**src/rtl/spi_word_pkg.sv**
```systemverilog
package spi_word_pkg;
    localparam int REG_ADDR_W = 4;
    localparam int DATA_W     = 32;

    localparam logic [REG_ADDR_W-1:0] A_CTRL   = 4'd0;
    localparam logic [REG_ADDR_W-1:0] A_CFG    = 4'd1;
    localparam logic [REG_ADDR_W-1:0] A_TXD    = 4'd2;
    localparam logic [REG_ADDR_W-1:0] A_RXD    = 4'd3;
    localparam logic [REG_ADDR_W-1:0] A_CAUSE  = 4'd4;
    localparam logic [REG_ADDR_W-1:0] A_TIMING = 4'd6;

    localparam int B_SEL_EN  = 0;
    localparam int B_BUSY    = 1;
    localparam int B_SEL_IDX = 2;
    localparam int B_WIDE    = 5;
    localparam int B_CPOL    = 11;
    localparam int B_CPHA    = 12;
    localparam int B_TX_LSB  = 13;
    localparam int B_RX_LSB  = 14;
    localparam int B_DELAY   = 6;

    typedef struct packed {
        logic       wide;
        logic       cpol;
        logic       cpha;
        logic       tx_lsb;
        logic       rx_lsb;
        logic [1:0] dly;
    } xfer_cfg_t;
endpackage

```
**src/rtl/spi_half_tick.sv**
```systemverilog
module spi_half_tick #(
    parameter int HALF = 4
) (
    input  logic clk,
    input  logic rst_n,
    input  logic run_i,
    output logic tick_o
);
    localparam int CW = (HALF > 1) ? $clog2(HALF) : 1;

    logic [CW-1:0] cnt_d, cnt_q;

    always_comb begin
        tick_o = run_i && (cnt_q == CW'(HALF - 1));
        if (!run_i || tick_o) cnt_d = '0;
        else                  cnt_d = cnt_q + 1'b1;
    end

    always_ff @(posedge clk or negedge rst_n) begin
        if (!rst_n) cnt_q <= '0;
        else        cnt_q <= cnt_d;
    end
endmodule

```
**src/rtl/spi_cs_drive.sv**
```systemverilog
module spi_cs_drive #(
    parameter int NUM_CS = 8,
    localparam int IDX_W = (NUM_CS > 1) ? $clog2(NUM_CS) : 1
) (
    input  logic             en_i,
    input  logic [IDX_W-1:0] idx_i,
    output logic [NUM_CS-1:0] cs_n_o
);
    for (genvar g = 0; g < NUM_CS; g++) begin : g_line
        assign cs_n_o[g] = !(en_i && (idx_i == IDX_W'(g)));
    end
endmodule

```
**src/rtl/spi_shift_core.sv**
```systemverilog
module spi_shift_core
    import spi_word_pkg::*;
#(
    parameter int MAX_BITS = 16
) (
    input  logic                clk,
    input  logic                rst_n,
    input  logic                start_i,
    input  logic [MAX_BITS-1:0] word_i,
    input  xfer_cfg_t           cfg_i,
    input  logic                idle_cpol_i,
    input  logic                tick_i,
    input  logic                miso_i,
    output logic                run_o,
    output logic                busy_o,
    output logic                done_o,
    output logic                sclk_o,
    output logic                mosi_o,
    output logic [MAX_BITS-1:0] rx_o
);
    localparam int NARROW = MAX_BITS / 2;
    localparam int CNT_W  = $clog2(2 * MAX_BITS + 1);
    localparam int IDX_W  = $clog2(MAX_BITS);

    typedef struct packed {
        logic                active;
        logic                sclk;
        logic [CNT_W-1:0]    edges;
        logic [IDX_W-1:0]    out_idx;
        logic [IDX_W-1:0]    in_idx;
        logic                pend;
        logic [1:0]          pcnt;
        xfer_cfg_t           cfg;
        logic [MAX_BITS-1:0] tx;
        logic [MAX_BITS-1:0] rx;
    } core_t;

    core_t            st_d, st_q;
    logic [IDX_W:0]   nbits;
    logic [CNT_W-1:0] total;
    logic [IDX_W-1:0] pos_in, pos_out, last_pos;
    logic             lead;

    always_comb begin
        nbits    = st_q.cfg.wide ? (IDX_W+1)'(MAX_BITS) : (IDX_W+1)'(NARROW);
        total    = CNT_W'({nbits, 1'b0});
        last_pos = IDX_W'(nbits - 1'b1);
        pos_in   = st_q.cfg.rx_lsb ? st_q.in_idx  : last_pos - st_q.in_idx;
        pos_out  = st_q.cfg.tx_lsb ? st_q.out_idx : last_pos - st_q.out_idx;
        lead     = ~st_q.edges[0];
        st_d     = st_q;
        done_o   = 1'b0;
        if (!st_q.active) begin
            if (start_i) begin
                st_d.active  = 1'b1;
                st_d.sclk    = cfg_i.cpol;
                st_d.edges   = '0;
                st_d.out_idx = '0;
                st_d.in_idx  = '0;
                st_d.pend    = 1'b0;
                st_d.pcnt    = '0;
                st_d.cfg     = cfg_i;
                st_d.tx      = word_i;
                st_d.rx      = '0;
            end
        end else begin
            if (st_q.pend) begin
                if (st_q.pcnt == 2'd0) begin
                    st_d.rx[pos_in] = miso_i;
                    st_d.in_idx     = st_q.in_idx + 1'b1;
                    st_d.pend       = 1'b0;
                end else begin
                    st_d.pcnt = st_q.pcnt - 1'b1;
                end
            end
            if (tick_i) begin
                st_d.sclk  = ~st_q.sclk;
                st_d.edges = st_q.edges + 1'b1;
                if (lead ^ st_q.cfg.cpha) begin
                    st_d.pend = 1'b1;
                    st_d.pcnt = st_q.cfg.dly;
                end else if (!(st_q.cfg.cpha && st_q.edges == '0)) begin
                    st_d.out_idx = st_q.out_idx + 1'b1;
                end
            end
            if (st_q.edges == total && !st_q.pend) begin
                st_d.active = 1'b0;
                done_o      = 1'b1;
            end
        end
    end

    always_ff @(posedge clk or negedge rst_n) begin
        if (!rst_n) st_q <= '0;
        else        st_q <= st_d;
    end

    assign run_o  = st_q.active && (st_q.edges != total);
    assign busy_o = st_q.active;
    assign sclk_o = st_q.active ? st_q.sclk : idle_cpol_i;
    assign mosi_o = st_q.active & st_q.tx[pos_out];
    assign rx_o   = st_q.rx;

    // the tick source stops once the word has all its edges
    p_no_tick_past_end_r4: assert property (@(posedge clk) disable iff (!rst_n)
        (st_q.active && st_q.edges == total) |-> !tick_i)
        else $error("tick after final edge");

    // an even edge count leaves SCLK at its idle level at completion
    p_sclk_rest_r3: assert property (@(posedge clk) disable iff (!rst_n)
        done_o |-> (st_q.sclk == st_q.cfg.cpol))
        else $error("sclk not at idle level at completion");

    // the received word holds while idle
    p_rx_hold_r6: assert property (@(posedge clk) disable iff (!rst_n)
        (!st_q.active && !start_i) |=> $stable(st_q.rx))
        else $error("rx changed while idle");
endmodule

```
**src/rtl/spi_word_master.sv**
```systemverilog
module spi_word_master
    import spi_word_pkg::*;
#(
    parameter int NUM_CS    = 8,
    parameter int MAX_BITS  = 16,
    parameter int SCLK_HALF = 4
) (
    input  logic                  clk,
    input  logic                  rst_n,
    input  logic                  bus_wr,
    input  logic                  bus_rd,
    input  logic [REG_ADDR_W-1:0] bus_addr,
    input  logic [DATA_W-1:0]     bus_wdata,
    output logic [DATA_W-1:0]     bus_rdata,
    output logic                  spi_sclk,
    output logic                  spi_mosi,
    input  logic                  spi_miso,
    output logic [NUM_CS-1:0]     spi_cs_n
);
    localparam int CS_IDX_W = (NUM_CS > 1) ? $clog2(NUM_CS) : 1;

    typedef struct packed {
        logic                cs_en;
        logic [CS_IDX_W-1:0] cs_idx;
        logic                wide;
        logic                cpol;
        logic                cpha;
        logic                tx_lsb;
        logic                rx_lsb;
        logic [1:0]          dly;
        logic [MAX_BITS-1:0] tx;
        logic [MAX_BITS-1:0] rx;
        logic                cause;
        logic [DATA_W-1:0]   rdata;
    } regs_t;

    regs_t               rg_d, rg_q;
    xfer_cfg_t           eng_cfg;
    logic                eng_run, eng_busy, eng_done, tick;
    logic                tx_wr, start;
    logic [MAX_BITS-1:0] eng_rx;
    logic [DATA_W-1:0]   rd_v;
    logic                unused_hi;

    assign unused_hi = ^bus_wdata[DATA_W-1:MAX_BITS];

    always_comb begin
        eng_cfg.wide   = rg_q.wide;
        eng_cfg.cpol   = rg_q.cpol;
        eng_cfg.cpha   = rg_q.cpha;
        eng_cfg.tx_lsb = rg_q.tx_lsb;
        eng_cfg.rx_lsb = rg_q.rx_lsb;
        eng_cfg.dly    = rg_q.dly;
    end

    assign tx_wr = bus_wr && (bus_addr == A_TXD);
    assign start = tx_wr && !eng_busy;

    always_comb begin
        rd_v = '0;
        case (bus_addr)
            A_CTRL: begin
                rd_v[B_SEL_EN]                = rg_q.cs_en;
                rd_v[B_BUSY]                  = eng_busy;
                rd_v[B_SEL_IDX +: CS_IDX_W]   = rg_q.cs_idx;
            end
            A_CFG: begin
                rd_v[B_WIDE]   = rg_q.wide;
                rd_v[B_CPOL]   = rg_q.cpol;
                rd_v[B_CPHA]   = rg_q.cpha;
                rd_v[B_TX_LSB] = rg_q.tx_lsb;
                rd_v[B_RX_LSB] = rg_q.rx_lsb;
            end
            A_TXD:    rd_v[MAX_BITS-1:0] = rg_q.tx;
            A_RXD:    rd_v[MAX_BITS-1:0] = rg_q.rx;
            A_CAUSE:  rd_v[0]            = rg_q.cause;
            A_TIMING: rd_v[B_DELAY +: 2] = rg_q.dly;
            default:  rd_v = '0;
        endcase
    end

    always_comb begin
        rg_d = rg_q;
        if (bus_wr) begin
            case (bus_addr)
                A_CTRL: begin
                    rg_d.cs_en  = bus_wdata[B_SEL_EN];
                    rg_d.cs_idx = bus_wdata[B_SEL_IDX +: CS_IDX_W];
                end
                A_CFG: begin
                    rg_d.wide   = bus_wdata[B_WIDE];
                    rg_d.cpol   = bus_wdata[B_CPOL];
                    rg_d.cpha   = bus_wdata[B_CPHA];
                    rg_d.tx_lsb = bus_wdata[B_TX_LSB];
                    rg_d.rx_lsb = bus_wdata[B_RX_LSB];
                end
                A_TXD:    if (!eng_busy) rg_d.tx = bus_wdata[MAX_BITS-1:0];
                A_CAUSE:  if (!bus_wdata[0]) rg_d.cause = 1'b0;
                A_TIMING: rg_d.dly = bus_wdata[B_DELAY +: 2];
                default:  ;
            endcase
        end
        if (eng_done) begin
            rg_d.cause = 1'b1;
            rg_d.rx    = eng_rx;
        end
        if (bus_rd) rg_d.rdata = rd_v;
    end

    always_ff @(posedge clk or negedge rst_n) begin
        if (!rst_n) begin
            rg_q     <= '0;
            rg_q.dly <= 2'd1;
        end else begin
            rg_q <= rg_d;
        end
    end

    assign bus_rdata = rg_q.rdata;

    spi_half_tick #(.HALF(SCLK_HALF)) u_tick (
        .clk    (clk),
        .rst_n  (rst_n),
        .run_i  (eng_run),
        .tick_o (tick)
    );

    spi_shift_core #(.MAX_BITS(MAX_BITS)) u_core (
        .clk         (clk),
        .rst_n       (rst_n),
        .start_i     (start),
        .word_i      (bus_wdata[MAX_BITS-1:0]),
        .cfg_i       (eng_cfg),
        .idle_cpol_i (rg_q.cpol),
        .tick_i      (tick),
        .miso_i      (spi_miso),
        .run_o       (eng_run),
        .busy_o      (eng_busy),
        .done_o      (eng_done),
        .sclk_o      (spi_sclk),
        .mosi_o      (spi_mosi),
        .rx_o        (eng_rx)
    );

    spi_cs_drive #(.NUM_CS(NUM_CS)) u_cs (
        .en_i   (rg_q.cs_en),
        .idx_i  (rg_q.cs_idx),
        .cs_n_o (spi_cs_n)
    );

    // no chip select active while the enable bit is clear
    p_cs_release_r2: assert property (@(posedge clk) disable iff (!rst_n)
        !rg_q.cs_en |-> (&spi_cs_n))
        else $error("chip select low while disabled");

    // at most one chip select low
    p_cs_single_r2: assert property (@(posedge clk) disable iff (!rst_n)
        $countones(~spi_cs_n) <= 1)
        else $error("several chip selects low");

    // an idle transmit write starts the engine
    p_busy_start_r7: assert property (@(posedge clk) disable iff (!rst_n)
        (tx_wr && !eng_busy) |=> eng_busy)
        else $error("transfer did not start");

    // a transmit write during a transfer leaves the register alone
    p_tx_ignored_r9: assert property (@(posedge clk) disable iff (!rst_n)
        (tx_wr && eng_busy) |=> $stable(rg_q.tx))
        else $error("transmit register changed while busy");

    // completion raises the cause flag
    p_cause_set_r8: assert property (@(posedge clk) disable iff (!rst_n)
        eng_done |=> rg_q.cause)
        else $error("cause flag not raised");
endmodule

```
**config.mk**
```make
export PLATFORM = sky130hd
export DESIGN_NAME = spi_word_master
export DESIGN_NICKNAME = d
export VERILOG_FILES = /design/src/rtl/spi_word_pkg.sv /design/src/rtl/spi_half_tick.sv /design/src/rtl/spi_cs_drive.sv /design/src/rtl/spi_shift_core.sv /design/src/rtl/spi_word_master.sv
export SDC_FILE = /design/constraint.sdc
export NUM_CORES = 1
export LEC_CHECK = 0
export BUFFER_PORTS_ARGS = -buffer_cell sky130_fd_sc_hd__buf_4
export CAP_MARGIN = 25
export CORE_ASPECT_RATIO = 1.1
export CORE_UTILIZATION = 43
export CTS_CLUSTER_DIAMETER = 50
export DETAILED_ROUTE_END_ITERATION = 7
export GPL_TIMING_DRIVEN = 1
export PLACE_DENSITY = 0.73
export SLEW_MARGIN = 20
export SYNTH_ARGS = -nofsm -noshare
export SYNTH_HDL_FRONTEND = slang
export SYNTH_SLANG_ARGS = --single-unit
```
**constraint.sdc**
```tcl
create_clock -name clk -period 2.6 [get_ports clk]
set_input_delay 0.26 -clock clk [delete_from_list [all_inputs] [get_ports clk]]
set_output_delay 0.26 -clock clk [all_outputs]
set_load 0.01 [all_outputs]
```
==> results of run 1 <==
[cell usage in the layout, fill, tap and decap left out, drive strengths merged, types with 2 or more instances in the layout]
cell       n
nand2    141
dfrtp    118
buf       63
mux2      41
o21ai     27
clkbuf    23
nand3     21
inv       19
a21oi     18
nor2      17
o2bb2ai   16
conb      16
a22oi     15
mux2i     14
o22ai     13
nor2b     12
nand2b     8
clkinv     7
xor2       6
and3       5
ha         5
or3        4
xnor2      4
nand3b     4
nand4      4
and2       4
a2bb2oi    3
a22o       3
nor4bb     2
a211o      2
o221ai     2
o211ai     2
nor3       2
o31ai      2
nor4       2
and3b      2
nor3b      2
or3b       2
[final cells by class]
cell class | instances | area (sq um) | area share, %
clock buffer | 23 | 498.0 | 7.082
tap | 188 | 235.2 | 3.345
timing repair buffer | 64 | 495.5 | 7.046
clock inverter | 9 | 72.57 | 1.032
multi-input combinational | 429 | 2679 | 38.10
inverter | 19 | 71.32 | 1.014
sequential | 119 | 2980 | 42.38
[worst register-to-register path, stage by stage, from the launching register on]
cell,delay [ns]
dfrtp_1,0.44
inv_1,0.11
ha_1,0.15
nor3b_4,0.21
o21ai_2,0.15
or3b_1,0.39
buf_4,0.23
mux2_4,0.33
[power by group through the flow]
stage | sequential, mW | clock [mW] | combinational (mW)
6_report | 2.91 | 2.23 | 1.86
3_5_place_dp | 2.91 | 0 | 1.85
2_1_floorplan | 2.65 | 0 | 1.53
5_1_grt | 2.97 | 2.35 | 2.10
3_3_place_gp | 2.88 | 0 | 1.77
4_1_cts | 2.90 | 2.25 | 1.87
[worst paths after layout]
kind,startpoint,end,slack [ns],cells past startpoint
max in group asynchronous,rst_n,u_core.st_q[46],1.61,3
min in group asynchronous,rst_n,bus_rdata[1],0.31,2
hold / removal,bus_wdata[15],u_core.st_q[31],0.07,3
setup / recovery,u_core.st_q[47],spi_mosi,0.15,5
setup reg to reg,u_core.st_q[50],rg_q[43],0.46,7
hold reg to reg,u_tick.cnt_q[0],u_tick.cnt_q[0],0.44,1
[state kept, by name (all words and copies together), names as in the netlist]
name	cells
u_tick.cnt_q	2
u_core.busy_o	1
u_core.st_q	40
bus_rdata	16
u_core.rx_o	16
eng_cfg	7
rg_q	37
[cell families (layout without fill, tap and decap cells)]
group | after synthesis | after routing | share of synthesized area (%)
xor gates and xnor gates | 10 | 10 | 1.444
adders and majority gates | 5 | 5 | 1.031
other | 1 | 16 | 0.06181
DFF | 119 | 119 | 49.10
AOI/OAI and AO/OA | 108 | 108 | 11.96
buffers and inverters | 83 | 115 | 7.672
muxes | 55 | 55 | 10.41
and+or+nand+nor | 235 | 235 | 18.31
[metal layers]
layer	part of all wire, %	vias to the layer above	GRT usage (%)
met3	4.6	18	4.396
met1	43	2225	26.44
met2	51	128	33.81
met4	2.0	0	7.410
met5	0	-	0
li1	-	2155	-
[timing repair]
| item | 4_1_cts | 5_1_grt |
|---|---|---|
| setup endpoints to repair | 0 | 1 |
| endpoints found under the hold margin | 23 | 0 |
| gates resized for setup | 0 | 1 |
| hold buffers | 1 | 0 |
==> flow_metrics.env, run 1 <==
export IMPL_grt_pass1_vias=4530
export IMPL_numClockSinks=119
export IMPL_endpoint_kind="primary output"
export IMPL_synthTopCellsByArea="dfrtp_1 (49%), nand2_1 (8.7%), mux2_2 (6.1%)"
export IMPL_worst_setup_path_start_kind="flip-flop"
export IMPL_worst_hold_path_type="in2reg"
export IMPL_finalSetupTns_ns=0
export IMPL_cts_setup_buffers=0
export IMPL_seq_area_frac_synth_pct=49.10
export IMPL_cts_buffers_inserted=17
export IMPL_post_synth_cell_area_avg_sq_um=9.849
export IMPL_maxcap_viol_count=0
export IMPL_internal_power_mw=4.648
export IMPL_synthesis_instances=616
export IMPL_clockRootBuffer="clkbuf_16"
export IMPL_n_fill_cell=1217
export IMPL_core_rowCount=45
export IMPL_synth_enable_flop_cells=0
export IMPL_via_count_normalized_by_instance_count=5.318
export IMPL_total_switching_power_mw=2.348
export IMPL_finClkSkew_ns=0.006763
export IMPL_tritoncts="done"
export IMPL_synth_main_ff_cell="dfrtp_1"
export IMPL_power_frac_clock_pct=31.8
export IMPL_slew_violations=0
export IMPL_die_area_sq_mm=0.01459
export IMPL_power_ir_vdd_worst_mv=0.5336
export IMPL_antenna_found_initial=0
export IMPL_routed_wirelength_um=13960
export IMPL_p_leak_nw=3.363
export IMPL_synthesis_yosys_warnings=0
export IMPL_overflow=0
export IMPL_number_of_buffers_between_clock_root_and_the_deepest_sink=2
export IMPL_critPathMaxStageDelay_ns=0.73
export IMPL_share_seq_of_total_power_pct=41.6
export IMPL_design_core_area_sq_mm=0.01379
export IMPL_clk_pin_slew_worst_paths_ns=0.05
export IMPL_cp_data_required_time_ns=2.34
export IMPL_grt_setup_unrepaired="false"
export IMPL_drt_antenna_violating_nets=0
export IMPL_power_switching_fraction_pct=33.56
export IMPL_timing_hold_violations_final=0
export IMPL_chipWidth_um=115.3
export IMPL_ys_seq_elements=119
export IMPL_floorplan_initialDensity_pct=43.98
export IMPL_nets=696
export IMPL_final_cell_count_no_fill=851
export IMPL_yosys_area_top_type="dfrtp_1"
export IMPL_drt_wirelength_per_cell_um=16.40
export IMPL_diodes=0
export IMPL_cpLargestDelayFamily="simple AND/OR/NAND/NOR gates"
export IMPL_post_dp_cell_area_sq_mm=0.006450
export IMPL_cp_buffers_inverters=1
export IMPL_p_per_area_mw_per_mm2=994.9
export IMPL_cts_htree_levels=4
export IMPL_cp_data_arrival_time_ns=2.19
export IMPL_final_cycle_share_pct=94.13
export IMPL_grt_start_max_net_pins=49
export IMPL_final_area_sq_mm=0.007032
export IMPL_boundaryPins=83
export IMPL_dp_final_hpwl_um=9792
export IMPL_layout_drive_gt1_share_pct=21.87
export IMPL_synth_top_cells_by_count="nand2_1 (140), dfrtp_1 (118), mux2_2 (33), buf_4 (32), o21ai_0 (26)"
export IMPL_dp_cells=818
export IMPL_setup_violations=0
export IMPL_post_route_worst_setup_slack_ns=0.1525
export IMPL_synth_top_area_share_pct=48.67
export IMPL_hold_worst_slack_ns=0.06971
export IMPL_yosys_cell_types_count=57
export IMPL_grt_total_usage_pct=20.49
export IMPL_crit_type="reg2out"
export IMPL_path_max_fanout=18
export IMPL_drt_first_iter_violations=310
export IMPL_netlist_area_sq_mm=0.006067
export IMPL_slew_headroom_pct=46.74
export IMPL_most_frequent_cell_after_synthesis="nand2_1"
export IMPL_first_pass_iters=5
export IMPL_final_util_pct=50.98
export IMPL_crit_path_top_delay_cell="or4b_2"
export IMPL_timing_critical_path_cells="or4b_2 -> o311a_1 -> o221ai_1 -> a2bb2oi_1 -> buf_4"
export IMPL_syn2layout_area_growth_pct=15.90
export IMPL_max_freq_ghz=0.4086
export IMPL_port_buffer_count=50
export IMPL_die_h_um=126.6
export IMPL_drc_errors=0
export IMPL_post_layout_total_power_mw=6.996
export IMPL_pre_cts_ws_ns=0.4638
export IMPL_insertion_delay_to_the_later_sink_of_the_worst_skew_pair_ns=0.41
export IMPL_place_congestion=0.8393
export IMPL_final_min_clock_period_ns=2.447
export IMPL_worst_slew_pin_transition_ns=0.7882
export IMPL_outcome="completed"
export IMPL_routed_via_count=4526
export IMPL_grt_pass1_wl_um=23060
export IMPL_share_comb_of_total_power_pct=26.6
export IMPL_synthArstFlopShare_pct=100.0
Note: power is estimated with default switching activity, not from simulation.
==> run 2: changes to the inputs <==
--- a/config.mk
+++ b/config.mk
@@ -12,7 +12,8 @@
 export CTS_CLUSTER_DIAMETER = 50
 export DETAILED_ROUTE_END_ITERATION = 7
 export GPL_TIMING_DRIVEN = 1
-export PLACE_DENSITY = 0.73
+export MAX_ROUTING_LAYER = met4
+export PLACE_DENSITY = 0.75
 export SLEW_MARGIN = 20
 export SYNTH_ARGS = -nofsm -noshare
 export SYNTH_HDL_FRONTEND = slang
==> constraint.sdc (replaced) <==
create_clock -name clk -period 2.25 [get_ports clk]
set_input_delay 0.225 -clock clk [delete_from_list [all_inputs] [get_ports clk]]
set_output_delay 0.225 -clock clk [all_outputs]
set_load 0.01 [all_outputs]
==> run 2 against run 1 <==
Net effect: sequential power is 13% higher; non-clock buffer count increased by 11; cell count grew 1.3%; worst setup slack lost 0.14 ns; flip-flop and latch count unchanged.
==> flow_metrics.env, run 2 (synthesis gave the netlist of run 1 again) <==
export IMPL_layout_cells_most_common_list="nand2_1 (140), dfrtp_1 (115), buf_4 (70)"
export IMPL_tritoncts="done"
export IMPL_final_cell_count_no_fill=862
export IMPL_port_buffer_count=50
export IMPL_drt_wirelength_per_cell_um=16.55
export IMPL_first_pass_iters=5
export IMPL_final_area_sq_mm=0.007153
export IMPL_largest_register="u_core.st_q"
export IMPL_hold_worst_slack_ns=0.03739
export IMPL_grt_start_max_net_pins=48
export IMPL_worst_slew_pin_transition_ns=0.6642
export IMPL_max_freq_ghz=0.4471
export IMPL_place_congestion=0.8612
export IMPL_final_min_clock_period_ns=2.236
export IMPL_cp_data_required_time_ns=2.03
export IMPL_nets=707
export IMPL_antenna_found_initial=0
export IMPL_post_layout_total_power_mw=8.309
export IMPL_overflow=0
export IMPL_power_frac_clock_pct=30.7
export IMPL_boundaryPins=83
export IMPL_drt_antenna_violating_nets=0
export IMPL_path_max_fanout=7
export IMPL_grt_pass1_vias=4687
export IMPL_chipWidth_um=115.3
export IMPL_diodes=0
export IMPL_outcome="completed"
export IMPL_grt_total_usage_pct=21.35
export IMPL_gr_max_usage_layer="met2"
export IMPL_critPathMaxStageDelay_ns=0.45
export IMPL_design_core_area_sq_mm=0.01379
export IMPL_dp_cells=821
export IMPL_finalSetupTns_ns=0
export IMPL_endpoint_kind="primary output"
export IMPL_grt_setup_unrepaired="true"
export IMPL_final_common_cell="nand2_1"
export IMPL_cts_buffers_inserted=17
export IMPL_share_seq_of_total_power_pct=39.8
export IMPL_die_area_sq_mm=0.01459
export IMPL_floorplan_initialDensity_pct=43.98
export IMPL_slew_headroom_pct=55.55
export IMPL_crit_path_top_delay_cell="dfrtp_2"
export IMPL_p_leak_nw=3.414
export IMPL_reg_largest_list="u_core.st_q x40, rg_q x37"
export IMPL_global_route_usage_met3_pct=4.491
export IMPL_syn2layout_area_growth_pct=17.90
export IMPL_timing_critical_path_cells="buf_6 -> mux2_2 -> or3_1 -> o21ai_2 -> a21oi_2 -> a2bb2oi_2 -> buf_4"
export IMPL_die_h_um=126.6
export IMPL_grt_use_met1_pct=25.15
export IMPL_power_ir_vdd_worst_mv=0.6303
export IMPL_power_switching_fraction_pct=33.81
export IMPL_numClockSinks=119
export IMPL_cp_data_arrival_time_ns=2.01
export IMPL_number_of_buffers_between_clock_root_and_the_deepest_sink=2
export IMPL_insertion_delay_to_the_later_sink_of_the_worst_skew_pair_ns=0.41
export IMPL_drt_first_iter_violations=347
export IMPL_p_per_area_mw_per_mm2=1162
export IMPL_final_util_pct=51.85
export IMPL_routed_wirelength_um=14260
export IMPL_slew_violations=0
export IMPL_total_switching_power_mw=2.809
export IMPL_n_fill_cell=1198
export IMPL_layout_drive_gt1_share_pct=23.89
export IMPL_clockRootBuffer="clkbuf_16"
export IMPL_internal_power_mw=5.500
export IMPL_grt_pass1_wl_um=23000
export IMPL_timing_hold_violations_final=0
export IMPL_finClkSkew_ns=0.008088
export IMPL_crit_type="reg2out"
export IMPL_pre_cts_ws_ns=0.2129
export IMPL_largest_register_ffs=40
export IMPL_post_route_worst_setup_slack_ns=0.01354
export IMPL_core_rowCount=45
export IMPL_cts_htree_levels=4
export IMPL_final_cycle_share_pct=99.40
export IMPL_post_dp_cell_area_sq_mm=0.006485
export IMPL_share_comb_of_total_power_pct=29.5
export IMPL_worst_setup_path_start_kind="flip-flop"
export IMPL_setup_violations=0
export IMPL_worst_hold_path_type="in2reg"
export IMPL_maxcap_viol_count=0
export IMPL_via_count_normalized_by_instance_count=5.412
export IMPL_dp_final_hpwl_um=9786
export IMPL_grt_use_met2_pct=33.45
export IMPL_clk_pin_slew_worst_paths_ns=0.05
export IMPL_drc_errors=0
export IMPL_routed_via_count=4665
-- run 2: cell count changes in the layout (fill, tap and decap cells not counted), moves of 2 or more --
cell      change
dfrtp_1       -2
dfrtp_2       +2
buf_4         +8
buf_6         +2
a21oi_1       -2
clkinv_2      -2
o21ai_0       -3
o21ai_1       +2
a21oi_2       +2
clkbuf_1      +2
-- run 2: worst paths after layout --
path	cells past startpoint	start	slack, ns	end
worst max-delay path	7	u_core.st_q[46]	0.01	spi_mosi
worst min-delay path	3	bus_wdata[15]	0.04	rg_q[64]
worst max register to register	7	u_core.st_q[50]	0.17	rg_q[44]
worst min register to register	1	u_tick.cnt_q[0]	0.46	u_tick.cnt_q[0]
max in group asynchronous	3	rst_n	1.06	bus_rdata[7]
min in group asynchronous	2	rst_n	0.33	u_core.st_q[17]
-- run 2: routing by layer --
metal  vias to the layer above  wire [um]
met5                         -          0
met4                         0        644
met3                        41        727
met2                       164       6917
met1                      2292       5973
li1                       2168          -
-- run 2: worst max-delay path: cells and delay by family, from the launching register on --
family          cells  cell delay [ns]
compound gates      3             0.26
buf+inv             2             0.26
flops               1             0.45
mux                 1             0.31
simple gates        1             0.32
-- run 2: final cells by class --
cell class                      instances  area [sq um]  share of cell area, %
Inverter                               19         71.32                 0.9970
Clock inverter                          8         71.32                 0.9970
Sequential cell                       119          2983                  41.70
Multi-Input combinational cell        429          2703                  37.78
Tap cell                              188         235.2                  3.288
Timing Repair Buffer                   75         598.1                  8.361
Clock buffer                           24         491.7                  6.874
-- run 2: power by group through the flow --
stage / sequential [mW] / combinational (mW) / clock (mW)
floorplan: 3.06 / 1.77 / 0
global placement: 3.29 / 2.13 / 0
detailed placement: 3.32 / 2.21 / 0
CTS: 3.28 / 2.39 / 2.59
global route: 3.37 / 2.73 / 2.68
finish: 3.30 / 2.45 / 2.55
-- run 2: what timing repair did --
item	CTS	global route
resized for setup	11	4
setup buffers	7	1
pin swaps	1	1
endpoints found under the hold margin	34	0
hold buffers	1	0
endpoints found under the setup margin	1	1
